===== src/rtl/tdma_slot_sequencer.sv =====
module tdma_slot_sequencer #(
  parameter int GRP_W   = 1,
  parameter int HIG_W   = 1,
  parameter int CLASS_W = 3,
  parameter int SLOT_W  = 4,
  parameter int CNT_W   = 16,
  localparam int HOST_W = GRP_W + HIG_W,
  localparam int NHOSTS = 1 << HOST_W
) (
  input  logic                      clk,
  input  logic                      rst_n,
  input  logic                      run,
  input  logic [CNT_W-1:0]          cfg_slot_len,
  input  logic [CNT_W-1:0]          cfg_guard_len,
  input  logic [SLOT_W-1:0]         cfg_num_slots,
  output logic [SLOT_W-1:0]         sched_slot,
  input  logic [NHOSTS-1:0]         sched_mask,
  input  logic [NHOSTS*CLASS_W-1:0] sched_class,
  output logic                      cmd_valid,
  input  logic                      cmd_ready,
  output logic                      cmd_pause,
  output logic [HOST_W-1:0]         cmd_host,
  output logic [CLASS_W-1:0]        cmd_class,
  output logic                      overrun
);
  typedef enum logic [1:0] {S_IDLE, S_PAUSE, S_UNP, S_WAIT} st_t;

  st_t               st;
  logic [CNT_W-1:0]  cyc, len_q, guard_q;
  logic [SLOT_W-1:0] slot, nsl_q;
  logic [HOST_W-1:0] pos;
  logic [GRP_W-1:0]  grp_rot;
  logic [HIG_W-1:0]  hig_rot;

  logic [HOST_W-1:0] host;
  logic              slot_end, last_slot, guard_done, host_sel, pos_last;

  assign host       = {pos[HOST_W-1:HIG_W] + grp_rot, pos[HIG_W-1:0] + hig_rot};
  assign slot_end   = (cyc == len_q - 1'b1);
  assign last_slot  = (slot == nsl_q - 1'b1);
  assign guard_done = (cyc >= guard_q);
  assign host_sel   = sched_mask[host];
  assign pos_last   = (pos == {HOST_W{1'b1}});

  assign sched_slot = slot;
  assign cmd_pause  = (st == S_PAUSE);
  assign cmd_valid  = cmd_pause || (st == S_UNP && guard_done && host_sel);
  assign cmd_host   = cmd_pause ? '0 : host;
  assign cmd_class  = cmd_pause ? '0 : sched_class[host*CLASS_W +: CLASS_W];

  always_ff @(posedge clk) begin
    if (!rst_n) begin
      st      <= S_IDLE;
      cyc     <= '0;
      len_q   <= '0;
      guard_q <= '0;
      nsl_q   <= '0;
      slot    <= '0;
      pos     <= '0;
      grp_rot <= '0;
      hig_rot <= '0;
      overrun <= 1'b0;
    end else begin
      overrun <= 1'b0;
      if (st == S_IDLE) begin
        if (run) begin
          len_q   <= cfg_slot_len;
          guard_q <= cfg_guard_len;
          nsl_q   <= cfg_num_slots;
          st      <= S_PAUSE;
          cyc     <= '0;
          slot    <= '0;
          pos     <= '0;
        end
      end else if (slot_end) begin
        overrun <= (st != S_WAIT);
        cyc     <= '0;
        pos     <= '0;
        st      <= S_PAUSE;
        if (last_slot) begin
          slot    <= '0;
          len_q   <= cfg_slot_len;
          guard_q <= cfg_guard_len;
          nsl_q   <= cfg_num_slots;
          grp_rot <= grp_rot + 1'b1;
          hig_rot <= hig_rot + 1'b1;
          if (!run) st <= S_IDLE;
        end else begin
          slot <= slot + 1'b1;
        end
      end else begin
        cyc <= cyc + 1'b1;
        if (st == S_PAUSE && cmd_ready) st <= S_UNP;
        if (st == S_UNP && guard_done && (!host_sel || cmd_ready)) begin
          if (pos_last) st <= S_WAIT;
          else pos <= pos + 1'b1;
        end
      end
    end
  end

  assert_overrun_pause_R9: assert property (@(posedge clk) disable iff (!rst_n)
    (overrun && st != S_IDLE) |-> (cmd_valid && cmd_pause));

  assert_hold_R9: assert property (@(posedge clk) disable iff (!rst_n)
    (cmd_valid && !cmd_ready && !slot_end) |=>
      (cmd_valid && $stable(cmd_host) && $stable(cmd_pause) && $stable(cmd_class)));

  assert_masked_only_R5: assert property (@(posedge clk) disable iff (!rst_n)
    (cmd_valid && !cmd_pause) |-> sched_mask[cmd_host]);

  assert_single_pause_R2: assert property (@(posedge clk) disable iff (!rst_n)
    (cmd_valid && cmd_pause && cmd_ready) |=> !(cmd_valid && cmd_pause));

  assert_slot_range_R10: assert property (@(posedge clk) disable iff (!rst_n)
    (st != S_IDLE) |-> (sched_slot < nsl_q));
endmodule


===== config.mk =====
export PLATFORM = sky130hd
export DESIGN_NAME = tdma_slot_sequencer
export DESIGN_NICKNAME = d
export VERILOG_FILES = /design/src/rtl/tdma_slot_sequencer.sv
export SDC_FILE = /design/constraint.sdc
export NUM_CORES = 1
export LEC_CHECK = 0
export BUFFER_PORTS_ARGS = -buffer_cell sky130_fd_sc_hd__buf_2
export CAP_MARGIN = 20
export CORE_MARGIN = 1
export CORE_UTILIZATION = 61
export CTS_BUF_LIST = sky130_fd_sc_hd__clkbuf_8
export DETAILED_ROUTE_END_ITERATION = 16
export PLACE_DENSITY = 0.94
export SETUP_SLACK_MARGIN = 0.5
export SYNTH_ARGS = -nofsm -noshare
export SYNTH_HDL_FRONTEND = slang
export SYNTH_SLANG_ARGS = --single-unit
export TNS_END_PERCENT = 1

===== constraint.sdc =====
create_clock -name clk -period 5 [get_ports clk]
set_input_delay 1 -clock clk [delete_from_list [all_inputs] [get_ports clk]]
set_output_delay 1 -clock clk [all_outputs]
set_load 0.05 [all_outputs]

# After elaboration in Yosys (flattened, before gate mapping)
# Index checks and enable logic that the tools add are counted.
op_classes:
  n_addsub: 9
  n_mul: 1
  magnitude_cmp: 2
  eq_ne: 8
  shift: 1
  muxes: 36
  bitwise_logic: 3
  reduce_logical: 16
op_table:
  columns: ["cell", "n"]
  rows:
  - ["2-to-1 mux 16 bit", 11]
  - ["2-to-1 mux 4 bit", 8]
  - ["2-to-1 mux 2 bit", 12]
  - ["adder 16 x 1 -> 16 bit, second input constant", 1]
  - ["== test 16 bit", 1]
  - ["greater-or-equal comparator 16 bit", 1]
  - ["subtractor 16 x 1 -> 16 bit, second input constant", 1]
  - ["indexed part select 12 x 5 -> 3 bit", 1]
  - ["AND reduction 3 bit", 3]
  - ["adder 4 x 1 -> 4 bit, second input constant", 1]
  - ["== test 2 bit, second input constant", 2]
  - ["== test 4 bit", 1]
  - ["logical AND 1 bit", 4]
  - ["multiplier 2 x 2 -> 4 bit, second input constant", 1]
  - ["inequality test 2 bit, second input constant", 2]
  - ["nonzero test 2 bit", 2]
  - ["subtractor 4 x 1 -> 4 bit, second input constant", 1]
  - ["< comparator 2 x 3 -> 1 bit, second input constant", 1]
  - ["2-to-1 mux 1 bit", 3]
  - ["2-to-1 mux 3 bit", 1]
  - ["inequality test 3 x 2 -> 1 bit, second input constant", 1]
  - ["inverter 1 bit", 3]
  - ["nonzero test 3 bit", 1]
  - ["OR reduction 3 bit", 1]
  - ["9 further kinds", 12]
totals:
  reg_bits: 63
  inputBits: 56

# Depth between registers and ports, before layout
# Gate-level depths: netlist of run 1.
logic_depth:
  depth_word: 9
  mapped_depth: 11

# Least setup slack after synthesis of run 1
# No wires, ideal clock.
synth_path:
  path_kind: "in2out"
  from: "input sched_class[0]"
  to: "output cmd_class[0]"
  arrival_time_ps: 1923
  t_required_ps: 4000
  setup_slack_ps: 2077
  cell_stages: 2
  n_path_buf: 0
  path_cell_list: "mux4_2 -> nor2b_1"
synth_between:
  elab_chain_cells: 2
synth_lines:
  columns: ["item", "line", "rtl"]
  rows:
  - ["start: declaration", "18", "input logic [NHOSTS*CLASS_W-1:0] sched_class,"]
  - ["indexed part select 12 x 5 -> 3 bit", "49", "assign cmd_class = cmd_pause ? '0 : sched_class[host*CLASS_W +: CLASS_W];"]
  - ["2-to-1 mux 3 bit", "49", null]
  - ["end: declaration", "23", "output logic [CLASS_W-1:0] cmd_class,"]
# No other way between the ends.

# Worst setup path in the final report of run 1
layout_path:
  from: "register cyc[13]"
  to: "output cmd_valid"
layout_between:
  elab_chain_cells: 4
layout_lines:
  columns: ["item", "line", "rtl"]
  rows:
  - ["start: declaration", "29", "logic [CNT_W-1:0] cyc, len_q, guard_q;"]
  - ["start signal: assignment", "92", "cyc <= cyc + 1'b1;"]
  - ["greater-or-equal comparator 16 bit", "41", "assign guard_done = (cyc >= guard_q);"]
  - ["logical AND 1 bit (2 in series)", "47", "assign cmd_valid = cmd_pause || (st == S_UNP && guard_done && host_sel);"]
  - ["logical OR 1 bit", "47", null]
  - ["end: declaration", "19", "output logic cmd_valid,"]
# No other way between the ends.

==> results of run 1 <==
## through the flow
step                      util [%]  hold slack [ns]
after global placement        68.5            0.446
after CTS                     71.6            0.464
after floorplan                  -            0.438
after global routing          71.6            0.482
after detailed placement      68.5            0.453
final                         71.6            0.459
## logic make-up after synthesis
kind of cell | count (synthesis)
DFF | 63
adders and majority gates | 21
muxes | 41
buffers and inverters | 44
xor gates and xnor gates | 34
and+or+nand+nor | 201
AOI/OAI and AO/OA | 63
## worst paths after layout
kind	startpoint	end	slack, ns	cells past startpoint
max	cyc[13]	cmd_valid	1.37	8
min	guard_q[15]	guard_q[15]	0.46	2
max reg2reg	len_q[0]	cyc[7]	1.45	9
min reg2reg	guard_q[15]	guard_q[15]	0.46	2
## power by group through the flow
stage               registers (W)  clock network [W]  logic [W]
finish                   0.000549           0.000452   0.000247
CTS                      0.000548           0.000454   0.000245
global route             0.000552           0.000477   0.000269
floorplan                0.000553                  0   0.000190
detailed placement       0.000560                  0   0.000242
global placement         0.000559                  0   0.000233
## placed cells by master, fill, tap and decap left out, types with 4 or more instances in the layout
cell type and instances:
nand2_1 89, buf_2 67, dfxtp_1 63, mux2i_1 37, inv_1 25, nor2_1 25
ha_1 21, xor2_1 18, nand3_1 16, xnor2_1 15, nor2b_1 10, a21o_1 10
nor3_1 10, clkbuf_8 9, and3_1 8, a21oi_1 7, and2_1 7, nand4_1 6
o21ai_0 5, nor4_1 5, mux4_2 4, a221o_1 4, o31ai_1 4, a22o_1 4
## registers in the layout, summed over array words and instances, names as in the netlist
signal and flops:
cyc 16, nsl_q 4, grp_rot 1, pos 2, len_q 16, guard_q 16
sched_slot 4, hig_rot 1, overrun 1, st 2
## layout make-up
type / count / area, sq um
sequential: 63 / 1260
timing repair buffer: 69 / 350
inverter: 24 / 90.1
multi-input combinational: 360 / 2550
clock inverter: 7 / 72.6
tap: 77 / 96.3
fill: 443 / 1800
clock buffer: 9 / 124
## worst max-delay path: stages, from the launching register on
cell	delay, ns
dfxtp_1	0.56
ha_1	0.32
a21o_1	0.19
a311oi_1	0.28
o221ai_1	0.15
a21oi_1	0.30
nor2_1	0.09
a21o_1	0.18
buf_2	0.20
## layer usage
| metal | routed length [um] | vias to the layer above |
|---|---|---|
| met1 | 4080 | 1668 |
| met4 | 323 | 0 |
| li1 | - | 1776 |
| met3 | 730 | 39 |
| met2 | 4570 | 174 |
| met5 | 0 | - |
==> flow_metrics.py, run 1 <==
metrics = {
    "detailed_routing": {
        "routed_wl_um": 9710,
        "drtPass1Iterations": 5,
        "drc": 0,
        "num_vias": 3657,
        "avgViaCountPerCell": 6.00,
        "drtAntennaViolNets": 0,
        "drtIter0Drc": 294,
        "post_drt_wl_per_cell_um": 15.9,
    },
    "timing": {
        "tns_ns": 0,
        "tightest_slew_ns": 0.993,
        "slew_violations": 0,
        "setup_violations": 0,
        "fmax_mhz": 276,
        "post-route-period-util_pct": 72.5,
        "rsz0062_at_grt": "no",
        "hold_viol_final": 0,
        "fin_crit_ns": 3.63,
        "maxSlewHeadroom_pct": 33.3,
        "skew_ns": 0.0119,
        "layout_setup_ws_ns": 1.37,
    },
    "synth": {
        "synth_compound_area_share_pct": 12.3,
        "yosys_most_used_dff": "dfxtp_1",
        "yosysTopAreaCell": "dfxtp_1",
        "synthXorXnorAreaFrac_pct": 7.82,
        "synth-seq-cells": 63,
        "synth_area_per_cell_sq_um": 8.56,
        "synth_cells": 467,
        "yosys.area_share.simple_pct": 25.3,
        "synth_edf_count": 0,
        "syn-num-nets": 544,
        "synth_top_family_by_area": "simple AND/OR/NAND/NOR gates",
        "synthTopCellsByArea": "dfxtp_1 (32%), mux2i_1 (9.3%), nand2_1 (8.4%)",
        "async_flop_share_pct": 0,
        "ys_top_cells_by_count": "nand2_1 (89), dfxtp_1 (63), mux2i_1 (37), nor2_1 (25), inv_1 (24)",
        "synthAdderAreaFrac_pct": 6.57,
        "yosysMostFrequentCell": "nand2_1",
        "synth_area_sq_um": 4000,
        "yosysUniqueCellTypes": 62,
        "yosys_warnings": 0,
        "synthMuxAreaShare_pct": 11.5,
        "seq_area_frac_synth_pct": 31.5,
        "yosysTopAreaCellShare_pct": 31.5,
    },
    "power_and_ir_drop": {
        "p_int_w": 0.000862,
        "power_w": 0.00125,
        "comb_power_share_pct": 19.8,
        "powerDensity_nw_per_um2": 274,
        "vdd_drop_max_mv": 0.257,
        "netSwitchingPower_w": 0.000385,
        "p_seq_share_pct": 44.0,
        "p_sw_share_pct": 30.9,
        "clkPwrFrac_pct": 36.2,
        "p_leak_nw": 2.17,
    },
    "final_layout": {
        "finalInstanceArea_sq_um": 4550,
        "drive_above_1_share_pct": 19.0,
        "antenna_cells": 0,
        "final_nets": 604,
        "final_cells": 609,
        "areaGrowthSynthToFinish_pct": 13.7,
    },
    "critical_path": {
        "worstSetupPathType": "reg2out",
        "crit_path_max_fanout": 7,
        "critPathRequiredTime_ns": 4.00,
        "worstSetupStartpointType": "flop",
        "crit_arrival_ns": 2.63,
        "critPathCaptureType": "output pin",
    },
    "global_route": {
        "grt_overflow": 0,
        "met1_usage_pct": 35.7,
        "grt_pass1_wl_um": 15900,
        "top_usage_layer": "met2",
        "grt_use_met3_pct": 7.85,
        "grt_use_met2_pct": 47.5,
        "grt_usage_pct": 29.1,
        "grt_max_degree": 73,
        "grt_pass1_vias": 3458,
        "antenna_found_initial": 0,
    },
    "cts": {
        "cts_buffers": 9,
        "post_cts_resized": 0,
        "cts_tree": "built",
        "clock_latency_ns": 0.36,
        "htree_levels": 3,
        "path_clk_slew_ns": 0.07,
        "hold_buffers": 0,
        "clock-root-buffer": "clkbuf_8",
        "clk_path_buf_depth": 2,
        "clock_sinks": 63,
        "post_cts_buffers": 0,
    },
    "placement": {
        "dp_cells": 593,
        "place_congestion": 0.898,
        "portBuffers": 67,
        "place_hpwl_um": 7070,
        "postPlaceCellArea_sq_um": 4350,
        "pre_cts_ws_ns": 1.52,
    },
    "hold_path": {
        "hold_path.class": "reg2reg",
    },
    "floorplan": {
        "ioPinCount": 68,
        "die_w_um": 83.0,
        "die_area_sq_um": 6880,
        "row_count": 29,
        "initial_core_util_pct": 63.0,
        "fp.dieH_um": 83.0,
        "core_area_sq_um": 6350,
    },
    "job": {
        "cap_violations": 0,
    },
    "status": {
        "status": "finished clean",
    },
}
(Power assumes the default switching activity.)
==> run 2: changes to the inputs <==
--- a/config.mk
+++ b/config.mk
@@ -8,10 +8,10 @@
 export BUFFER_PORTS_ARGS = -buffer_cell sky130_fd_sc_hd__buf_2
 export CAP_MARGIN = 20
 export CORE_MARGIN = 1
-export CORE_UTILIZATION = 61
+export CORE_UTILIZATION = 59
 export CTS_BUF_LIST = sky130_fd_sc_hd__clkbuf_8
 export DETAILED_ROUTE_END_ITERATION = 16
-export PLACE_DENSITY = 0.94
+export PLACE_DENSITY = 0.91
 export SETUP_SLACK_MARGIN = 0.5
 export SYNTH_ARGS = -nofsm -noshare
 export SYNTH_HDL_FRONTEND = slang
==> constraint.sdc (replaced) <==
create_clock -name clk -period 3.6 [get_ports clk]
set_input_delay 0.72 -clock clk [delete_from_list [all_inputs] [get_ports clk]]
set_output_delay 0.72 -clock clk [all_outputs]
set_load 0.05 [all_outputs]
==> flow_metrics.py, run 2 (synthesized netlist as in run 1, its figures left out) <==
metrics = {
    "cts": {
        "clk_path_buf_depth": 2,
        "path_clk_slew_ns": 0.08,
        "cts_buffers": 9,
        "hold_buffers": 0,
        "clock_latency_ns": 0.36,
        "clock_sinks": 63,
        "clock-root-buffer": "clkbuf_8",
        "cts_tree": "built",
        "htree_levels": 3,
    },
    "final_layout": {
        "top_regs": "cyc: 16 flops, guard_q: 16 flops, len_q: 16 flops",
        "final_cell_mix": "nand2_1 (89), buf_2 (67), dfxtp_1 (58)",
        "areaGrowthSynthToFinish_pct": 17.6,
        "fillCellCount": 457,
        "antenna_cells": 0,
        "drive_above_1_share_pct": 21.5,
        "final_common_cell": "nand2_1",
        "final_nets": 612,
    },
    "placement": {
        "place_hpwl_um": 7160,
        "pre_cts_ws_ns": 0.284,
        "place_congestion": 0.900,
        "portBuffers": 67,
    },
    "timing": {
        "layout_setup_ws_ns": 0.445,
        "post-route-period-util_pct": 87.6,
        "skew_ns": 0.0145,
        "rsz0062_at_grt": "yes",
        "tns_ns": 0,
        "fin_hold_ws_ns": 0.464,
        "setup_violations": 0,
        "slew_violations": 0,
        "tightest_slew_ns": 0.645,
        "fmax_mhz": 317,
        "fin_crit_ns": 3.16,
        "hold_viol_final": 0,
        "maxSlewHeadroom_pct": 56.7,
    },
    "critical_path": {
        "path_cells": "inv_1 -> ha_1 -> a21o_1 -> a311oi_1 -> o221ai_1 -> a21oi_2 -> nor2_1 -> a21o_1 -> buf_2",
        "crit_path_max_fanout": 4,
        "critPathCaptureType": "output pin",
        "worstSetupPathType": "reg2out",
        "crit_arrival_ns": 2.44,
        "critPathRequiredTime_ns": 2.88,
        "cpMostUsedCell": "a21o_1",
        "worstSetupStartpointType": "flop",
        "crit_slowest_cell": "a311oi_1",
        "slowest_delay_ns": 0.34,
    },
    "global_route": {
        "grt_overflow": 0,
        "grt_usage_pct": 30.3,
        "grt_max_degree": 73,
        "grt_pass1_vias": 3592,
        "grt_pass1_wl_um": 16800,
        "antenna_found_initial": 0,
    },
    "floorplan": {
        "core_area_sq_um": 6460,
        "die_area_sq_um": 7110,
        "fp.dieH_um": 84.3,
        "initial_core_util_pct": 61.9,
        "row_count": 29,
        "ioPinCount": 68,
        "die_w_um": 84.3,
    },
    "hold_path": {
        "hold_path.class": "reg2reg",
    },
    "status": {
        "status": "finished clean",
    },
    "power_and_ir_drop": {
        "p_leak_nw": 2.24,
        "vdd_drop_max_mv": 0.285,
        "power_w": 0.00195,
        "powerDensity_nw_per_um2": 415,
    },
    "detailed_routing": {
        "drtPass1Iterations": 5,
        "drc": 0,
        "routed_wl_um": 10400,
        "drtAntennaViolNets": 0,
        "drtIter0Drc": 343,
        "num_vias": 3713,
        "avgViaCountPerCell": 6.02,
        "post_drt_wl_per_cell_um": 16.8,
    },
    "job": {
        "cap_violations": 0,
    },
}
-- run 2: final timing paths --
check                     end  slack, ns   startpoint  depth (start not counted)
setup / recovery    cmd_valid       0.44  guard_q[15]                          9
hold / removal    guard_q[15]       0.46  guard_q[15]                          2
setup reg to reg     len_q[5]       0.58     len_q[0]                         10
hold reg to reg   guard_q[15]       0.46  guard_q[15]                          2
-- run 2: through the flow --
stage | instance area (sq um) | cells | utilization, %
after floorplan | 4000 | 467 | -
after global placement | 4370 | 596 | 67.7
after detailed placement | 4370 | 596 | 67.7
after CTS | 4670 | 615 | 72.3
after global routing | 4700 | 617 | 72.8
final | 4700 | 617 | 72.8
-- run 2: routing by layer --
metal	wire, um	vias to the layer above	track usage, %
met2	4880	169	50.2
met5	0	-	0
met1	4280	1721	36.3
met4	437	0	17.4
li1	-	1784	-
met3	775	39	6.69
-- run 2: worst max-delay path: cells and delay by family, from the launching register on --
kind | cells | cell delay (ns)
AND/OR/NAND/NOR | 1 | 0.07
adder cells (fa/ha/maj) | 1 | 0.32
AO/OA/AOI/OAI | 5 | 1.10
buffers and inverters | 2 | 0.27
flip-flops | 1 | 0.33
-- run 2: where the power goes --
part	switching (W)	internal (W)	total, W	leakage (nW)
clock	0.000305	0.000532	0.000837	0.130
combinational	0.000203	0.000149	0.000351	1.60
sequential	0.0000346	0.000729	0.000763	0.517
-- run 2: final cells by class --
class | count | area (sq um) | area share, %
Multi-Input combinational cell | 361 | 2570 | 54.7
Tap cell | 77 | 96.3 | 2.05
Sequential cell | 63 | 1270 | 27.0
Clock buffer | 9 | 124 | 2.64
Clock inverter | 7 | 145 | 3.09
Timing Repair Buffer | 76 | 403 | 8.57
Inverter | 24 | 90.1 | 1.92
-- run 2: repair_timing --
item	in CTS	in global routing
cloned	1	0
pin swaps	1	1
setup buffers	2	2
resized for setup	1	7
endpoints found under the setup margin	25	41
==> run 3: changes to the inputs <==
--- a/config.mk
+++ b/config.mk
@@ -8,10 +8,10 @@
 export BUFFER_PORTS_ARGS = -buffer_cell sky130_fd_sc_hd__buf_2
 export CAP_MARGIN = 20
 export CORE_MARGIN = 1
-export CORE_UTILIZATION = 59
+export CORE_UTILIZATION = 35
 export CTS_BUF_LIST = sky130_fd_sc_hd__clkbuf_8
 export DETAILED_ROUTE_END_ITERATION = 16
-export PLACE_DENSITY = 0.91
+export PLACE_DENSITY = 0.62
 export SETUP_SLACK_MARGIN = 0.5
 export SYNTH_ARGS = -nofsm -noshare
 export SYNTH_HDL_FRONTEND = slang
==> flow_metrics.py, run 3 (synthesized netlist as in run 1, its figures left out) <==
metrics = {
    "status": {
        "status": "finished clean",
    },
    "floorplan": {
        "initial_core_util_pct": 36.4,
        "die_area_sq_um": 11900,
        "core_area_sq_um": 11000,
        "fp.dieH_um": 109,
        "ioPinCount": 68,
        "die_w_um": 109,
        "row_count": 38,
    },
    "timing": {
        "tightest_slew_ns": 0.657,
        "fin_crit_ns": 3.01,
        "hold_viol_final": 0,
        "setup_violations": 0,
        "fin_hold_ws_ns": 0.459,
        "tns_ns": 0,
        "fmax_mhz": 332,
        "maxSlewHeadroom_pct": 55.8,
        "skew_ns": 0.0150,
        "post-route-period-util_pct": 83.6,
        "rsz0062_at_grt": "yes",
        "slew_violations": 0,
    },
    "cts": {
        "clock_sinks": 63,
        "clock-root-buffer": "clkbuf_8",
        "cts_buffers": 9,
        "clock_latency_ns": 0.37,
        "htree_levels": 3,
        "clk_path_buf_depth": 2,
        "hold_buffers": 0,
        "path_clk_slew_ns": 0.08,
        "cts_tree": "built",
    },
    "final_layout": {
        "fillCellCount": 1059,
        "areaGrowthSynthToFinish_pct": 18.5,
        "final_cells": 677,
        "final_cell_mix": "nand2_1 (89), buf_2 (66), dfxtp_1 (57)",
        "antenna_cells": 0,
        "final_common_cell": "nand2_1",
        "top_regs": "cyc: 16 flops, guard_q: 16 flops, len_q: 16 flops",
        "drive_above_1_share_pct": 21.8,
        "final_nets": 609,
        "final_util_pct": 43.2,
    },
    "critical_path": {
        "critPathCaptureType": "output pin",
        "cpMostUsedCell": "a21o_1",
        "worstSetupPathType": "reg2out",
        "crit_buf_inv": 1,
        "critPathRequiredTime_ns": 2.88,
        "timing.rr.end": "cyc[15]",
        "cpLargestDelayFamily": "compound AO/OA/AOI/OAI gates",
        "crit_arrival_ns": 2.29,
        "reg2regPathDepth": 10,
        "r2r_start": "len_q[0]",
        "path_cells": "ha_1 -> a21o_1 -> a311oi_2 -> o221ai_2 -> a21oi_2 -> nor2_1 -> a21o_1 -> buf_4",
        "worstSetupStartpointType": "flop",
        "crit_path_max_fanout": 7,
        "slowest_delay_ns": 0.37,
        "reg2reg_slack_ns": 0.65,
        "crit_slowest_cell": "dfxtp_2",
    },
    "global_route": {
        "antenna_found_initial": 0,
        "grt_max_degree": 73,
        "grt_overflow": 0,
        "grt_pass1_wl_um": 16000,
        "grt_usage_pct": 17.6,
        "grt_pass1_vias": 3387,
    },
    "detailed_routing": {
        "num_vias": 3481,
        "avgViaCountPerCell": 5.14,
        "drtIter0Drc": 258,
        "drc": 0,
        "wl_met3_um": 553,
        "wl_met2_um": 4520,
        "routed_wl_um": 9750,
        "post_drt_wl_per_cell_um": 14.4,
        "drtAntennaViolNets": 0,
        "drtPass1Iterations": 4,
        "drt-met1-wl_um": 4460,
        "top_layer": "met4",
    },
    "hold_path": {
        "whs_endpoint": "guard_q[4]",
        "hold-path-cell-count": 2,
        "hold_path.class": "reg2reg",
        "hold_path_startpoint": "guard_q[4]",
    },
    "placement": {
        "portBuffers": 67,
        "dp_cells": 659,
        "place_hpwl_um": 7510,
        "place_congestion": 0.882,
    },
    "power_and_ir_drop": {
        "vdd_drop_max_mv": 0.199,
        "powerDensity_nw_per_um2": 374,
        "power_w": 0.00177,
        "p_leak_nw": 2.23,
    },
    "job": {
        "cap_violations": 0,
    },
}
[run 3: cell count changes in the layout (fill, tap and decap cells not counted), sizes merged]
| cell | change |
|---|---|
| a21oi | -1 |
| buf | -2 |
| clkbuf | +3 |
| inv | +1 |
| clkinvlp | -1 |
| bufinv | -3 |
[run 3: worst min-delay path, delay by kind of cell (launching register included)]
kind          cells  cell delay [ns]
simple gates      1             0.05
flops             1             0.31
mux               1             0.05
[run 3: stage by stage]
stage	worst slack [ns]	cell area, sq um
after floorplan	0.768	4000
after global placement	0.583	4460
after detailed placement	0.510	4460
after CTS	0.505	4690
after global routing	0.467	4740
final	0.590	4740
[run 3: power breakdown]
part / switching [W] / internal [W] / total [W] / leakage (nW)
Clock: 0.000282 / 0.000372 / 0.000654 / 0.114
Combinational: 0.000202 / 0.000156 / 0.000358 / 1.60
Sequential: 0.0000321 / 0.000729 / 0.000761 / 0.517
[run 3: layout make-up]
| cell class | instances | area [sq um] | area share, % |
|---|---|---|---|
| clock inverters | 4 | 43.8 | 0.924 |
| multi-input cells | 360 | 2580 | 54.4 |
| well taps | 140 | 175 | 3.70 |
| inverters | 24 | 90.1 | 1.90 |
| repair buffers | 74 | 419 | 8.84 |
| clock buffers | 12 | 165 | 3.48 |
| flip-flops and latches | 63 | 1270 | 26.8 |
[run 3: worst max-delay path by stage]
stage	start	to	slack (ns)	cells past startpoint
after global placement	len_q[2]	len_q[2]	0.58	8
after detailed placement	len_q[0]	len_q[7]	0.51	10
after CTS	len_q[0]	len_q[7]	0.50	10
after global routing	cyc[13]	cmd_valid	0.47	8
final	cyc[13]	cmd_valid	0.59	8
after floorplan	len_q[0]	cyc[8]	0.77	10
[run 3: routing by layer]
layer / vias up / track usage [%]
met5: - / 0
met2: 94 / 28.9
met1: 1597 / 21.9
li1: 1778 / -
met3: 12 / 2.87
met4: 0 / 9.65
[run 3: timing repair]
action | in CTS | in global routing
resized for setup | 8 | 5
endpoints found under the hold margin | 0 | 0
pin swaps | 1 | 4
buffers inserted | 0 | 2
gates cloned | 0 | 0
endpoints found under the setup margin | 1 | 29
